## config.mk

```make
export PLATFORM = sky130hd
export DESIGN_NAME = mains_zc_pulser
export DESIGN_NICKNAME = d
export VERILOG_FILES = /design/src/rtl/zc_pkg.sv /design/src/rtl/zc_deglitch.sv /design/src/rtl/zc_phase_judge.sv /design/src/rtl/zc_source_sel.sv /design/src/rtl/zc_pulse_gen.sv /design/src/rtl/mains_zc_pulser.sv
export SDC_FILE = /design/constraint.sdc
export NUM_CORES = 1
export LEC_CHECK = 0
export CAP_MARGIN = 30
export CORE_MARGIN = 2
export CORE_UTILIZATION = 35
export DETAILED_ROUTE_END_ITERATION = 10
export SYNTH_ARGS = -nofsm -noshare
export SYNTH_HDL_FRONTEND = slang
export SYNTH_SLANG_ARGS = --single-unit
```

## constraint.sdc

```tcl
create_clock -name clk -period 5.3 [get_ports clk]
set_input_delay 1.59 -clock clk [delete_from_list [all_inputs] [get_ports clk]]
set_output_delay 1.59 -clock clk [all_outputs]
set_load 0.05 [all_outputs]
```

## src/rtl/zc_pkg.sv

```systemverilog
package zc_pkg;

   // Convert a duration in microseconds to clock cycles (truncating).
   function automatic longint us_to_cyc(input longint clk_hz, input longint dur_us);
      return (clk_hz * dur_us) / 64'd1000000;
   endfunction

   // Cycles in one period of a frequency given in hertz.
   function automatic longint hz_to_cyc(input longint clk_hz, input longint freq_hz);
      return clk_hz / freq_hz;
   endfunction

endpackage

```

## src/rtl/zc_deglitch.sv

```systemverilog
module zc_deglitch #(
   parameter int unsigned STAGES = 8
) (
   input  logic clk,
   input  logic rst_n,
   input  logic raw_in,
   output logic level,
   output logic rise
);
   logic meta_q, sync_q;

   always_ff @(posedge clk) begin
      if (!rst_n) begin
         meta_q <= 1'b0;
         sync_q <= 1'b0;
      end else begin
         meta_q <= raw_in;
         sync_q <= meta_q;
      end
   end

   generate
      if (STAGES <= 1) begin : g_direct
         always_ff @(posedge clk) begin
            if (!rst_n) begin
               level <= 1'b0;
               rise  <= 1'b0;
            end else begin
               level <= sync_q;
               rise  <= sync_q & ~level;
            end
         end
      end else begin : g_filter
         localparam int unsigned CW = $clog2(STAGES);
         logic [CW-1:0] run_q;

         always_ff @(posedge clk) begin
            if (!rst_n) begin
               level <= 1'b0;
               rise  <= 1'b0;
               run_q <= '0;
            end else begin
               rise <= 1'b0;
               if (sync_q == level) begin
                  run_q <= '0;
               end else if (run_q == CW'(STAGES - 1)) begin
                  level <= sync_q;
                  rise  <= sync_q;
                  run_q <= '0;
               end else begin
                  run_q <= run_q + 1'b1;
               end
            end
         end
      end
   endgenerate
endmodule

```

## src/rtl/zc_phase_judge.sv

```systemverilog
module zc_phase_judge #(
   parameter int unsigned PMIN_CYC = 1500,
   parameter int unsigned PMAX_CYC = 2500,
   parameter int unsigned LOSS_CYC = 4000
) (
   input  logic clk,
   input  logic rst_n,
   input  logic rise,
   output logic valid
);
   localparam int unsigned CW = $clog2(LOSS_CYC + 1);

   logic [CW-1:0] gap_q;
   logic          seen_q;
   logic [CW:0]   elapsed;
   logic          in_window;

   assign elapsed   = {1'b0, gap_q} + 1'b1;
   assign in_window = (elapsed >= (CW+1)'(PMIN_CYC)) && (elapsed <= (CW+1)'(PMAX_CYC));

   always_ff @(posedge clk) begin
      if (!rst_n) begin
         gap_q  <= '0;
         seen_q <= 1'b0;
         valid  <= 1'b0;
      end else if (rise) begin
         gap_q  <= '0;
         seen_q <= 1'b1;
         valid  <= seen_q & in_window;
      end else if (gap_q == CW'(LOSS_CYC - 1)) begin
         seen_q <= 1'b0;
         valid  <= 1'b0;
      end else begin
         gap_q <= gap_q + 1'b1;
      end
   end
endmodule

```

## src/rtl/zc_source_sel.sv

```systemverilog
module zc_source_sel #(
   parameter int unsigned NPH  = 3,
   parameter int unsigned SELW = 2
) (
   input  logic            clk,
   input  logic            rst_n,
   input  logic [NPH-1:0]  valid,
   output logic [SELW-1:0] sel,
   output logic            fallback
);
   logic [SELW-1:0] lowest;

   always_comb begin
      lowest = '0;
      for (int i = NPH - 1; i >= 0; i--) begin
         if (valid[i]) lowest = SELW'(i);
      end
   end

   always_ff @(posedge clk) begin
      if (!rst_n) begin
         sel      <= '0;
         fallback <= 1'b1;
      end else if (|valid) begin
         if (fallback || !valid[sel]) sel <= lowest;
         fallback <= 1'b0;
      end else begin
         fallback <= 1'b1;
      end
   end
endmodule

```

## src/rtl/zc_pulse_gen.sv

```systemverilog
module zc_pulse_gen #(
   parameter int unsigned PULSE_CYC = 150
) (
   input  logic clk,
   input  logic rst_n,
   input  logic trig,
   output logic pulse
);
   localparam int unsigned PW = $clog2(PULSE_CYC + 1);

   logic [PW-1:0] left_q;

   always_ff @(posedge clk) begin
      if (!rst_n) begin
         pulse  <= 1'b0;
         left_q <= '0;
      end else if (pulse) begin
         if (left_q == '0) pulse <= 1'b0;
         else              left_q <= left_q - 1'b1;
      end else if (trig) begin
         pulse  <= 1'b1;
         left_q <= PW'(PULSE_CYC - 1);
      end
   end
endmodule

```

## src/rtl/mains_zc_pulser.sv

```systemverilog
module mains_zc_pulser #(
   parameter int unsigned NPH           = 3,
   parameter longint      CLK_HZ        = 50_000_000,
   parameter int unsigned PULSE_US      = 1500,
   parameter int unsigned PERIOD_MIN_US = 15000,
   parameter int unsigned PERIOD_MAX_US = 25000,
   parameter int unsigned LOSS_US       = 40000,
   parameter int unsigned REF_HZ        = 54,
   parameter int unsigned DEGLITCH      = 8
) (
   input  logic           clk,
   input  logic           rst_n,
   input  logic [NPH-1:0] phase_sign,
   output logic           zc_pulse
);
   localparam int unsigned PULSE_CYC = int'(zc_pkg::us_to_cyc(CLK_HZ, PULSE_US));
   localparam int unsigned PMIN_CYC  = int'(zc_pkg::us_to_cyc(CLK_HZ, PERIOD_MIN_US));
   localparam int unsigned PMAX_CYC  = int'(zc_pkg::us_to_cyc(CLK_HZ, PERIOD_MAX_US));
   localparam int unsigned LOSS_CYC  = int'(zc_pkg::us_to_cyc(CLK_HZ, LOSS_US));
   localparam int unsigned REF_CYC   = int'(zc_pkg::hz_to_cyc(CLK_HZ, REF_HZ));
   localparam int unsigned SELW      = (NPH > 1) ? $clog2(NPH) : 1;
   localparam int unsigned RW        = $clog2(REF_CYC);

   generate
      if (NPH < 1) begin : g_bad_nph
         $error("NPH must be at least 1");
      end
      if (PULSE_CYC < 1) begin : g_bad_pulse
         $error("pulse width rounds to zero cycles");
      end
      if (PMIN_CYC >= PMAX_CYC) begin : g_bad_window
         $error("valid period window is empty");
      end
      if (PMAX_CYC >= LOSS_CYC) begin : g_bad_loss
         $error("loss timeout must exceed the longest valid period");
      end
      if (PULSE_CYC >= PMIN_CYC || PULSE_CYC >= REF_CYC) begin : g_bad_ratio
         $error("pulse must be shorter than any period");
      end
   endgenerate

   logic [NPH-1:0]  ph_level;
   logic [NPH-1:0]  ph_rise;
   logic [NPH-1:0]  ph_valid;
   logic [SELW-1:0] src_sel;
   logic            fb_mode;
   logic            trig;
   logic [RW-1:0]   ref_cnt;
   logic            ref_tick;

   for (genvar k = 0; k < NPH; k++) begin : g_phase
      zc_deglitch #(.STAGES(DEGLITCH)) u_dg (
         .clk    (clk),
         .rst_n  (rst_n),
         .raw_in (phase_sign[k]),
         .level  (ph_level[k]),
         .rise   (ph_rise[k])
      );
      zc_phase_judge #(
         .PMIN_CYC (PMIN_CYC),
         .PMAX_CYC (PMAX_CYC),
         .LOSS_CYC (LOSS_CYC)
      ) u_judge (
         .clk   (clk),
         .rst_n (rst_n),
         .rise  (ph_rise[k]),
         .valid (ph_valid[k])
      );
   end

   zc_source_sel #(.NPH(NPH), .SELW(SELW)) u_sel (
      .clk      (clk),
      .rst_n    (rst_n),
      .valid    (ph_valid),
      .sel      (src_sel),
      .fallback (fb_mode)
   );

   // free-running reference used whenever no phase qualifies
   assign ref_tick = (ref_cnt == RW'(REF_CYC - 1));

   always_ff @(posedge clk) begin
      if (!rst_n)        ref_cnt <= '0;
      else if (ref_tick) ref_cnt <= '0;
      else               ref_cnt <= ref_cnt + 1'b1;
   end

   assign trig = fb_mode ? ref_tick : (ph_rise[src_sel] & ph_valid[src_sel]);

   zc_pulse_gen #(.PULSE_CYC(PULSE_CYC)) u_pulse (
      .clk   (clk),
      .rst_n (rst_n),
      .trig  (trig),
      .pulse (zc_pulse)
   );

   logic unused_level;
   assign unused_level = ^ph_level;
endmodule

```

==> out/qor.txt <==
NumNets Final -> 869
Main synth FF type -> dfxtp_1
syn nets -> 900
Final ANT Viol Nets -> 0
average size of a mapped cell -> 8.38 sq um
First DRT Iteration DRCs -> 435
Final Hold Fails -> 0
CP top delay family -> buffers and inverters
Worst-path clk slew -> 60 ps
total CTS buffers -> 17
final setup vio count -> 0
cts-stage hold buffer count -> 0
commonest cells in the netlist -> dfxtp_1, nor2_1, nand2_1, xnor2_1
GR Util met3 -> 0.0278
H-tree depth -> 4
relative slew slack -> 0.370
switching part of the total -> 0.213
vias per cell -> 5.27
dpl hpwl -> 10700 microns
synth top area cells -> dfxtp_1, nor2_1, xnor2_1, xor2_1, a21oi_1
Buf/Inv on CP -> 1
Placed Instances -> 1107
Total Power -> 2290 uW
Crit-path slowest cell -> clkdlybuf4s50_1
P&R area growth vs syn -> 10.6%
Cell Count, Final, Fillers Out -> 1139
CP max stage delay -> 870 ps
Pwr Density -> 280 nW/um^2
WL/cell -> 13.6 microns
Top Usage Layer GRT -> met2
io pins -> 6
Post-synth EDFFs -> 0
Seq/Total Area, Yosys -> 0.355
leakage power -> 0.00278 uW
hold slack -> 430 ps
die area -> 22300 sq um
top-count cell post-synth -> dfxtp_1
grt ovf -> 0
first-pass GRT wire length -> 26700 microns
Setup Buffers After CTS -> 0
I/O Buffers -> 5
clock sink count -> 131
Cells after Synth -> 882
clk buf depth -> 2
met2 usage in global routing -> 0.222
fin. max-slew vios -> 0
area of the multi-input gates -> 4450 sq um
final period utilization -> 0.635
Peak VDD IR -> 0.237 mV
HP Class -> reg2reg
worst path required time -> 3710 ps
Max Freq -> 297 MHz
#FFs+latches synth -> 131
Max Clock Skew -> 6.62 ps
Net Switching -> 489 uW
Worst Path Max Fanout -> 8
share of layout cells above drive strength 1 -> 0.0856
GR Util All Layers -> 0.145
placer congestion estimate -> 0.791
worst path cell trace -> clkdlybuf4s50_1
Die Span Y -> 149 microns
initial antenna violation count -> 0
logic gate share of total power -> 0.023
max cap viols -> 0
worst slew pin tran -> 944 ps
CP startpoint kind -> flop
Int Power -> 1800 uW
row cnt -> 53
top cell type's share of synthesized area -> 0.355
Pre-antenna DRT Iters -> 5
synthesized area -> 7390 sq um
vias post-DR -> 6001
cell taking the most area after synthesis -> dfxtp_1
Root Buffer -> clkbuf_16
status -> completed
fin crit period -> 3360 ps
FF+latch area -> 2620 sq um
vias in the first global route -> 5490
DRC viols -> 0
CP Capture Type -> output pin
drt total wl -> 15500 microns
critical path start-end classification -> reg2out
setup TNS -> 0 ps
core area -> 20900 sq um
CTS tree -> yes
# fillers -> 2104
unrepaired setup endpoints after global routing -> no
share of synthesized registers carrying an async set or reset -> 0
Yosys cell types -> 86
largest net degree at the start of global routing -> 31
Clock power frac -> 0.535
CTS resizes -> 0
M1 GR Usage -> 0.202
n_diodes -> 0
Starting Density -> 0.354
YS warnings -> 0
power share of the sequential group -> 0.442
Worst Path Arrival -> 1770 ps
chip width -> 149 microns
worst skew pair latency -> 410 ps
## stage by stage
| step | utilization | area [sq um] | setup slack (ps) |
|---|---|---|---|
| 6_report | 0.391 | 8180 | 1940 |
| 5_1_grt | 0.391 | 8180 | 1820 |
| 4_1_cts | 0.391 | 8180 | 1910 |
| 3_5_place_dp | 0.362 | 7560 | 1610 |
| 3_3_place_gp | 0.362 | 7560 | 1670 |
| 2_1_floorplan | - | 7390 | 2530 |
## worst paths after layout
kind / startpoint / endpoint / slack, ps / cells after the start
worst max-delay path: u_pulse.pulse$_SDFF_PN0_ / zc_pulse / 1940 / 1
worst min-delay path: g_phase[2].u_dg.meta_q$_SDFF_PN0_ / g_phase[2].u_dg.sync_q$_SDFF_PN0_ / 430 / 1
worst max register to register: g_phase[0].u_judge.gap_q[0]$_SDFFE_PP0N_ / g_phase[0].u_judge.valid$_SDFFE_PN0P_ / 2080 / 9
worst min register to register: g_phase[2].u_dg.meta_q$_SDFF_PN0_ / g_phase[2].u_dg.sync_q$_SDFF_PN0_ / 430 / 1
## state kept, by name, indices dropped and copies added (netlist names), 9 cells and up
name	cells
g_phase.u_judge.gap_q	63
ref_cnt	20
u_pulse.left_q	17
g_phase.u_dg.g_filter.run_q	9
## cells by family after synthesis
logic type,synth area share
and+or+nand+nor,0.324
AOI/OAI and AO/OA,0.129
DFF,0.355
xor gates and xnor gates,0.109
buffers and inverters,0.0435
adders and majority gates,0.0235
muxes,0.0164
## layer usage
layer | share of wire | wire length [microns]
met5 | 0 | 0
met4 | 0.015 | 232
met3 | 0.032 | 500
met2 | 0.45 | 6890
met1 | 0.51 | 7840
## final cells by class
| cell class | instances | share of cell area |
|---|---|---|
| clock buffer | 19 | 0.0529 |
| inverter | 21 | 0.00964 |
| timing repair buffer | 7 | 0.00796 |
| clock inverter | 13 | 0.0225 |
| multi-input combinational | 673 | 0.544 |
| sequential | 131 | 0.321 |
| tap | 275 | 0.0421 |
## power by group through the flow
stage,Sequential [uW],Clock [uW],Combinational (uW)
detailed placement,1030,0,52.8
finish,1010,1230,52.1
global route,1010,1300,58.5
global placement,1030,0,51.8
floorplan,1030,0,44.7
CTS,1010,1250,53.3
## placed cells by master, fill, tap and decap left out, drive strengths merged, types with 6 or more instances in the layout
master	n
dfxtp	131
nor2	119
nand2	51
xnor2	49
nand3	44
a21oi	43
xor2	43
nor3	33
nor4	27
nand4	26
o21ai	23
inv	22
nand3b	21
clkbuf	19
and2	17
a31oi	16
nand2b	14
ha	13
and3	12
mux2i	11
nor4b	11
nor2b	6
o211ai	6
(Power assumes the default switching activity.)
